[config.mk]
export PLATFORM = sky130hd
export DESIGN_NAME = ea_gen
export DESIGN_NICKNAME = d
export VERILOG_FILES = /design/src/rtl/ea_gen_pkg.sv /design/src/rtl/ea_calc.sv /design/src/rtl/ea_seq.sv /design/src/rtl/ea_gen.sv
export SDC_FILE = /design/constraint.sdc
export NUM_CORES = 1
export LEC_CHECK = 0
export BUFFER_PORTS_ARGS = -buffer_cell sky130_fd_sc_hd__buf_4
export CAP_MARGIN = 15
export CELL_PAD_IN_SITES_DETAIL_PLACEMENT = 1
export CELL_PAD_IN_SITES_GLOBAL_PLACEMENT = 1
export CORE_MARGIN = 3
export CORE_UTILIZATION = 35
export DETAILED_ROUTE_END_ITERATION = 12
export GPL_ROUTABILITY_DRIVEN = 0
export PLACE_DENSITY_LB_ADDON = 0.1
export SYNTH_ARGS = -nofsm -noshare
export SYNTH_HDL_FRONTEND = slang
export SYNTH_SLANG_ARGS = --single-unit
[constraint.sdc]
create_clock -name clk -period 10.5 [get_ports clk]
set_input_delay 0.525 -clock clk [delete_from_list [all_inputs] [get_ports clk]]
set_output_delay 0.525 -clock clk [all_outputs]
set_load 0.02 [all_outputs]
[src/rtl/ea_gen_pkg.sv]
package ea_gen_pkg;

    localparam int AW = 16;
    localparam int DW = 8;
    localparam int ADV_W = 2;
    localparam int MODE_W = 4;
    localparam int PAGE_W = AW - DW;

    typedef enum logic [MODE_W-1:0] {
        M_IMM    = 4'd0,
        M_ZP     = 4'd1,
        M_ZPX    = 4'd2,
        M_ZPY    = 4'd3,
        M_ABS    = 4'd4,
        M_ABSX   = 4'd5,
        M_ABSY   = 4'd6,
        M_IND    = 4'd7,
        M_IDXIND = 4'd8,
        M_REL    = 4'd9
    } amode_e;

    typedef enum logic [2:0] {
        S_IDLE, S_OP0, S_OP1, S_PT0, S_PT1, S_DONE
    } seq_st_e;

    typedef struct packed {
        logic [DW-1:0] op_lo;
        logic [DW-1:0] op_hi;
        logic [DW-1:0] tg_lo;
        logic [DW-1:0] tg_hi;
    } fetch_t;

    function automatic amode_e norm_mode(input logic [MODE_W-1:0] m);
        return (m > 4'd9) ? M_IMM : amode_e'(m);
    endfunction

    function automatic logic needs_hi(input amode_e m);
        return (m == M_ABS) || (m == M_ABSX) || (m == M_ABSY) || (m == M_IND);
    endfunction

    function automatic logic [AW-1:0] zp_wrap(input logic [DW-1:0] b, input logic [DW-1:0] i);
        logic [DW-1:0] s;
        s = b + i;
        return {{PAGE_W{1'b0}}, s};
    endfunction

    function automatic logic [AW-1:0] sext8(input logic [DW-1:0] b);
        return {{PAGE_W{b[DW-1]}}, b};
    endfunction

endpackage

[src/rtl/ea_calc.sv]
module ea_calc
    import ea_gen_pkg::*;
(
    input  amode_e             mode,
    input  logic [AW-1:0]      pc,
    input  logic [DW-1:0]      xi,
    input  logic [DW-1:0]      yi,
    input  fetch_t             f,
    output logic [AW-1:0]      ptr_base,
    output logic [AW-1:0]      ea,
    output logic [AW-1:0]      rel_off,
    output logic [ADV_W-1:0]   pc_adv
);
    logic [AW-1:0] abs_a;
    logic [AW-1:0] tgt_a;

    assign abs_a = {f.op_hi, f.op_lo};
    assign tgt_a = {f.tg_hi, f.tg_lo};

    always_comb begin
        ptr_base = (mode == M_IDXIND) ? zp_wrap(f.op_lo, xi) : abs_a;
        rel_off  = (mode == M_REL) ? sext8(f.op_lo) : '0;
        pc_adv   = needs_hi(mode) ? ADV_W'(2) : ADV_W'(1);
        unique case (mode)
            M_ZP:     ea = {{PAGE_W{1'b0}}, f.op_lo};
            M_ZPX:    ea = zp_wrap(f.op_lo, xi);
            M_ZPY:    ea = zp_wrap(f.op_lo, yi);
            M_ABS:    ea = abs_a;
            M_ABSX:   ea = abs_a + {{PAGE_W{1'b0}}, xi};
            M_ABSY:   ea = abs_a + {{PAGE_W{1'b0}}, yi};
            M_IND,
            M_IDXIND: ea = tgt_a;
            M_REL:    ea = pc + AW'(1) + sext8(f.op_lo);
            default:  ea = pc;
        endcase
    end
endmodule

[src/rtl/ea_seq.sv]
module ea_seq
    import ea_gen_pkg::*;
(
    input  logic               clk,
    input  logic               rst,
    input  logic               start,
    input  logic [MODE_W-1:0]  mode_in,
    input  logic [AW-1:0]      pc_in,
    input  logic [DW-1:0]      x_in,
    input  logic [DW-1:0]      y_in,
    input  logic               rd_ack,
    input  logic [DW-1:0]      rd_data,
    input  logic [AW-1:0]      ptr_base,
    output logic               rd_req,
    output logic [AW-1:0]      rd_addr,
    output logic               busy,
    output logic               done,
    output amode_e             mode_q,
    output logic [AW-1:0]      pc_q,
    output logic [DW-1:0]      x_q,
    output logic [DW-1:0]      y_q,
    output fetch_t             fetch
);
    seq_st_e st;

    always_ff @(posedge clk) begin
        if (rst) begin
            st     <= S_IDLE;
            mode_q <= M_IMM;
            pc_q   <= '0;
            x_q    <= '0;
            y_q    <= '0;
            fetch  <= '0;
        end else begin
            unique case (st)
                S_IDLE: if (start) begin
                    mode_q <= norm_mode(mode_in);
                    pc_q   <= pc_in;
                    x_q    <= x_in;
                    y_q    <= y_in;
                    st     <= (norm_mode(mode_in) == M_IMM) ? S_DONE : S_OP0;
                end
                S_OP0: if (rd_ack) begin
                    fetch.op_lo <= rd_data;
                    if (needs_hi(mode_q))        st <= S_OP1;
                    else if (mode_q == M_IDXIND) st <= S_PT0;
                    else                         st <= S_DONE;
                end
                S_OP1: if (rd_ack) begin
                    fetch.op_hi <= rd_data;
                    st <= (mode_q == M_IND) ? S_PT0 : S_DONE;
                end
                S_PT0: if (rd_ack) begin
                    fetch.tg_lo <= rd_data;
                    st <= S_PT1;
                end
                S_PT1: if (rd_ack) begin
                    fetch.tg_hi <= rd_data;
                    st <= S_DONE;
                end
                default: st <= S_IDLE;
            endcase
        end
    end

    always_comb begin
        rd_req = (st == S_OP0) || (st == S_OP1) || (st == S_PT0) || (st == S_PT1);
        unique case (st)
            S_OP0:   rd_addr = pc_q;
            S_OP1:   rd_addr = pc_q + AW'(1);
            S_PT0:   rd_addr = ptr_base;
            S_PT1:   rd_addr = ptr_base + AW'(1);
            default: rd_addr = '0;
        endcase
    end

    assign busy = (st != S_IDLE);
    assign done = (st == S_DONE);
endmodule

[src/rtl/ea_gen.sv]
module ea_gen
    import ea_gen_pkg::*;
(
    input  logic          clk,
    input  logic          rst,
    input  logic          start,
    input  logic [3:0]    mode,
    input  logic [15:0]   pc,
    input  logic [7:0]    x_idx,
    input  logic [7:0]    y_idx,
    output logic          rd_req,
    output logic [15:0]   rd_addr,
    input  logic          rd_ack,
    input  logic [7:0]    rd_data,
    output logic          busy,
    output logic          done,
    output logic [15:0]   ea,
    output logic [15:0]   rel_off,
    output logic [1:0]    pc_adv
);
    amode_e          mode_q;
    logic [AW-1:0]   pc_q;
    logic [DW-1:0]   x_q;
    logic [DW-1:0]   y_q;
    fetch_t          fetch;
    logic [AW-1:0]   ptr_base;

    ea_seq u_seq (
        .clk      (clk),
        .rst      (rst),
        .start    (start),
        .mode_in  (mode),
        .pc_in    (pc),
        .x_in     (x_idx),
        .y_in     (y_idx),
        .rd_ack   (rd_ack),
        .rd_data  (rd_data),
        .ptr_base (ptr_base),
        .rd_req   (rd_req),
        .rd_addr  (rd_addr),
        .busy     (busy),
        .done     (done),
        .mode_q   (mode_q),
        .pc_q     (pc_q),
        .x_q      (x_q),
        .y_q      (y_q),
        .fetch    (fetch)
    );

    ea_calc u_calc (
        .mode     (mode_q),
        .pc       (pc_q),
        .xi       (x_q),
        .yi       (y_q),
        .f        (fetch),
        .ptr_base (ptr_base),
        .ea       (ea),
        .rel_off  (rel_off),
        .pc_adv   (pc_adv)
    );
endmodule

-- Word level (Yosys, flattened, before mapping)
Cells that the tools add are included.
- bits in registers: 71
- input bits: 48
- add/subtract/negate cells: 7
- order comparisons: 1
- eq/ne operators: 19
- mux-type cells: 16
- reduce and logical (&&, ||, !) cells: 16
- operators with widths (operator ; number):
    $pmux 16 s8 ; 1
    $pmux 16 s4 ; 1
    $add 16x1->16 const B ; 2
    $add 16x8->16 ; 2
    $mux 16 ; 2
    $mux 3 ; 9
    $add 16x16->16 ; 1
    $add 8x8->8 ; 2
    $eq 4x3->1 const B ; 4
    $pmux 3 s5 ; 1
    $ne 2x2->1 const B ; 5
    $reduce_and 2->1 ; 5
    $eq 4x2->1 const B ; 2
    $eq 4x4->1 const B ; 2
    $eq 3x2->1 const B ; 2
    $eq 3x3->1 const B ; 2
    $logic_or 1x1->1 ; 6
    $reduce_and 5->1 ; 1
    $eq 4x1->1 const B ; 1
    $gt 4x4->1 const B ; 1
    $logic_not 4->1 ; 1
    $mux 4 ; 1
    $eq 3x1->1 const B ; 1
    $logic_not 3->1 ; 1
    3 further kinds ; 3

-- Longest topological paths before layout
- depth in word-level cells: 7
- gate-level depth with buffers: 15
- depth with buffers taken out: 15

-- Hierarchy
A second synthesis with hierarchy kept.
- cells, all modules: 986
- area total of the unflattened synthesis: 6902.9 um^2
- by module, submodules not included (module ; times used ; cells an instance ; area each (um^2) ; seq. area each (um^2)):
    ea_seq ; 1 ; 510 ; 3716.1 ; 1421.4
    ea_calc ; 1 ; 476 ; 3186.8 ; 0.0

-- Worst setup path before layout
Ideal clock, no wire load.
- path type: reg-to-output
- start point: register u_seq.mode_q[2]
- end point: output port ea[8]
- arrival time: 3866 ps
- setup slack: 6109 ps
- stages on the path, launching flop included: 16
- path through: dfxtp_1 > inv_1 > nor2_1 > inv_1 > nor2_1 > mux2_2 > ha_1 > inv_1 > fa_1 > nor2b_1 > o21ai_0 > a21boi_0 > o221a_2 > or3_1 > a31oi_1 > a31oi_1
- longest elaborated chain between the ends: 3
- elaborated cells on any way between the ends: 11
- ends and longest elaborated chain (element ; RTL line ; text):
    from (decl) ; ea_seq.sv:18 ; output amode_e mode_q,
    from (signal assigned) ; ea_seq.sv:37 ; mode_q <= norm_mode(mode_in);
    $eq 4x3->1 or $eq 4x4->1 (tied branches) ; ea_calc.sv:24 ; unique case (mode)
    $reduce_or 2->1 ; ea_calc.sv:24 ;
    $pmux 16 s8 (*) ; ea_calc.sv:24 ;
    to (decl) ; ea_gen.sv:17 ; output logic [15:0] ea,
Every way passes the cells marked *; elsewhere a longest branch is shown, timed or not.

-- Final worst setup path
- start point: register u_seq.mode_q[2]
- end point: output port ea[11]
Same word-level chain as after synthesis.

==> flow_metrics.env <==
export IMPL_cts_root_buffer="clkbuf_16"
export IMPL_synth_top_area_share_pct=20.7
export IMPL_fin_nets=1146
export IMPL_clock_skew_ps=10.3
export IMPL_fp_dieH_um=146
export IMPL_gr_total_overflow=0
export IMPL_ys_types=70
export IMPL_netlist_instances=989
export IMPL_hold_start="x_idx[6]"
export IMPL_finalCritPeriodShare_pct=58.5
export IMPL_syn_cell_area_mm2=0.00686
export IMPL_p_switching_uw=386
export IMPL_postRouteAntennaNets=0
export IMPL_num_antenna_cells=0
export IMPL_vias=7623
export IMPL_period_minus_slack_ps=6150
export IMPL_ys_seq_area_share_pct=20.7
export IMPL_fin_total_pwr_uw=964
export IMPL_grt_setup_unrepaired="no"
export IMPL_cp_end_kind="primary output"
export IMPL_cts_repair_resize_count=0
export IMPL_cts_path_max_buffers=2
export IMPL_synth_area_leader_cell="dfxtp_1"
export IMPL_hold_violations=0
export IMPL_first_pass_iters=6
export IMPL_maxSlewViolCount=0
export IMPL_cts_tree="done"
export IMPL_initial_core_util_pct=36.2
export IMPL_outcome="complete, no violations"
export IMPL_drc=0
export IMPL_ys_top_cells_by_area="dfxtp_1, nand2_1, a21oi_1"
export IMPL_intPower_uw=577
export IMPL_htree_levels=3
export IMPL_cap_violations=0
export IMPL_crit_required_ps=9980
export IMPL_fmax_ghz=0.163
export IMPL_reg2reg_from="u_seq.mode_q[2]"
export IMPL_grt_start_max_net_pins=72
export IMPL_crit_start="u_seq.mode_q[2]"
export IMPL_ctsHoldBuffers=0
export IMPL_synth_seq_cells=71
export IMPL_avgSynthCellArea_um2=6.94
export IMPL_die_area_mm2=0.0213
export IMPL_sw_frac_of_total_pct=40.1
export IMPL_areaGrowthSynthToFinish_pct=17.8
export IMPL_ys_warn_count=0
export IMPL_fin_tns_setup_ps=0
export IMPL_seqPwrFrac_pct=32.5
export IMPL_postLayoutCoreUtil_pct=42.6
export IMPL_die_x_um=146
export IMPL_syn_nets=1083
export IMPL_antenna_found_initial=0
export IMPL_clk_pin_slew_ps=70
export IMPL_synth_edf_count=0
export IMPL_yosysMostFrequentCell="nand2_1"
export IMPL_core_mm2=0.0190
export IMPL_clk_latency_ps=370
export IMPL_peakVddDrop_uv=79.8
export IMPL_comb_power_share_pct=34.2
export IMPL_grt_pass1_vias=7521
export IMPL_portBuffers=100
export IMPL_relSlewSlack_pct=34.9
export IMPL_post_cts_repair_setup_buffers=0
export IMPL_placed_area_mm2=0.00778
export IMPL_worst_pin_slew_ps=973
export IMPL_path_max_fanout=22
export IMPL_detailed_place_hpwl_um=21500
export IMPL_leakagePower_uw=0.00326
export IMPL_numClockSinks=71
export IMPL_path_class="reg2out"
export IMPL_synthTopCellsByCount="nand2_1, a21oi_1, dfxtp_1"
export IMPL_cts_inserted_buffers=9
export IMPL_drt_iter0_drc=640
export IMPL_rows=50
export IMPL_arrival_ps=5620
export IMPL_n_fill_cell=2468
export IMPL_crit_path_start_kind="flop"
export IMPL_worstHoldPathType="in2reg"
export IMPL_grt_use_total_pct=26.0
export IMPL_p_per_area_mw_per_mm2=119
export IMPL_routed_wl_um=28300
export IMPL_drive_gt1_share_pct=14.8
export IMPL_drt_vias_per_instance=5.79
export IMPL_synth_async_reset_ratio_pct=0
export IMPL_io_pins=101
export IMPL_setup_viol=0
export IMPL_wl_per_cell_um=21.5
export IMPL_synth_main_ff_cell="dfxtp_1"
export IMPL_fin_area_mm2=0.00808
export IMPL_clkPwrFrac_pct=33.2
export IMPL_grt_pass1_wl_um=43900
==> layout by cell type, fill, tap and decap left out, drive strengths merged, types with 10 or more instances in the layout <==
cell type / count
a21o: 12
a21oi: 137
and3: 20
buf: 115
dfxtp: 71
ha: 42
inv: 44
mux2: 12
nand2: 191
nand3: 28
nor2: 57
nor2b: 10
nor3: 21
o21ai: 60
o221ai: 11
o22ai: 14
xnor2: 37
xor2: 18
==> final timing paths <==
kind                     endpoint  slack (ps)  cells past startpoint
setup reg to reg      u_seq.st[1]        7950                      6
hold / removal       u_seq.x_q[6]         410                      3
setup / recovery           ea[11]        4350                     14
hold reg to reg   u_seq.fetch[11]         460                      2
==> critical path, cell delays in order (launching register included) <==
cell and delay, ps:
dfxtp_1 810, inv_1 470, nor2_1 460, inv_1 180, nor2_1 570, mux2_2 430
ha_1 300, a211oi_1 380, o21ai_0 230, a31oi_1 560, nor3_1 80, o21ai_0 180
o2111ai_1 220, o22a_1 240, buf_4 160
==> power by group through the flow <==
stage          clock network, uW  registers (uW)  logic [uW]
2_1_floorplan                  0             308         206
3_3_place_gp                   0             319         326
3_5_place_dp                   0             319         329
4_1_cts                      325             313         330
5_1_grt                      337             315         361
6_report                     320             313         330
==> logic make-up (layout without fill, tap and decap cells) <==
group                    Yosys count  in the layout  synth area share, %
AND/OR/NAND/NOR                  377            377                 25.6
AO/OA/AOI/OAI                    319            319                 28.7
buffers and inverters            102            170                 6.04
flip-flops                        71             71                 20.7
XOR/XNOR                          55             55                 7.02
adder cells (fa/ha/maj)           46             46                 8.83
multiplexers                      19             19                 3.05
==> sequential cells by signal, summed over array words and instances (netlist names) <==
| name | flops |
|---|---|
| u_seq.fetch | 32 |
| u_seq.pc_q | 16 |
| u_seq.x_q | 8 |
| u_seq.y_q | 8 |
| u_seq.mode_q | 4 |
| u_seq.st | 3 |
==> through the flow <==
step | setup slack (ps) | instances | hold WS [ps]
2_1_floorplan | 6110 | 989 | 436
3_3_place_gp | 5000 | 1300 | 448
3_5_place_dp | 4890 | 1300 | 452
4_1_cts | 4490 | 1316 | 395
5_1_grt | 3870 | 1317 | 407
6_report | 4350 | 1317 | 405
==> routing by layer <==
metal / track usage [%] / routed length, um / vias to the layer above
li1: - / - / 3668
met1: 35.5 / 12900 / 3685
met2: 42.5 / 13100 / 228
met3: 4.38 / 1590 / 42
met4: 7.43 / 716 / 0
met5: 0 / 0 / -
==> final cells by class <==
type | instances | area (um^2) | area share [%]
clock buffer | 9 | 225 | 2.79
timing repair buffer | 115 | 863 | 10.7
inverter | 39 | 146 | 1.81
clock inverter | 7 | 68.8 | 0.852
multi-input combinational | 816 | 5030 | 62.2
tap | 260 | 325 | 4.03
sequential | 71 | 1420 | 17.6
No activity file was read; power rests on OpenSTA's default activity.
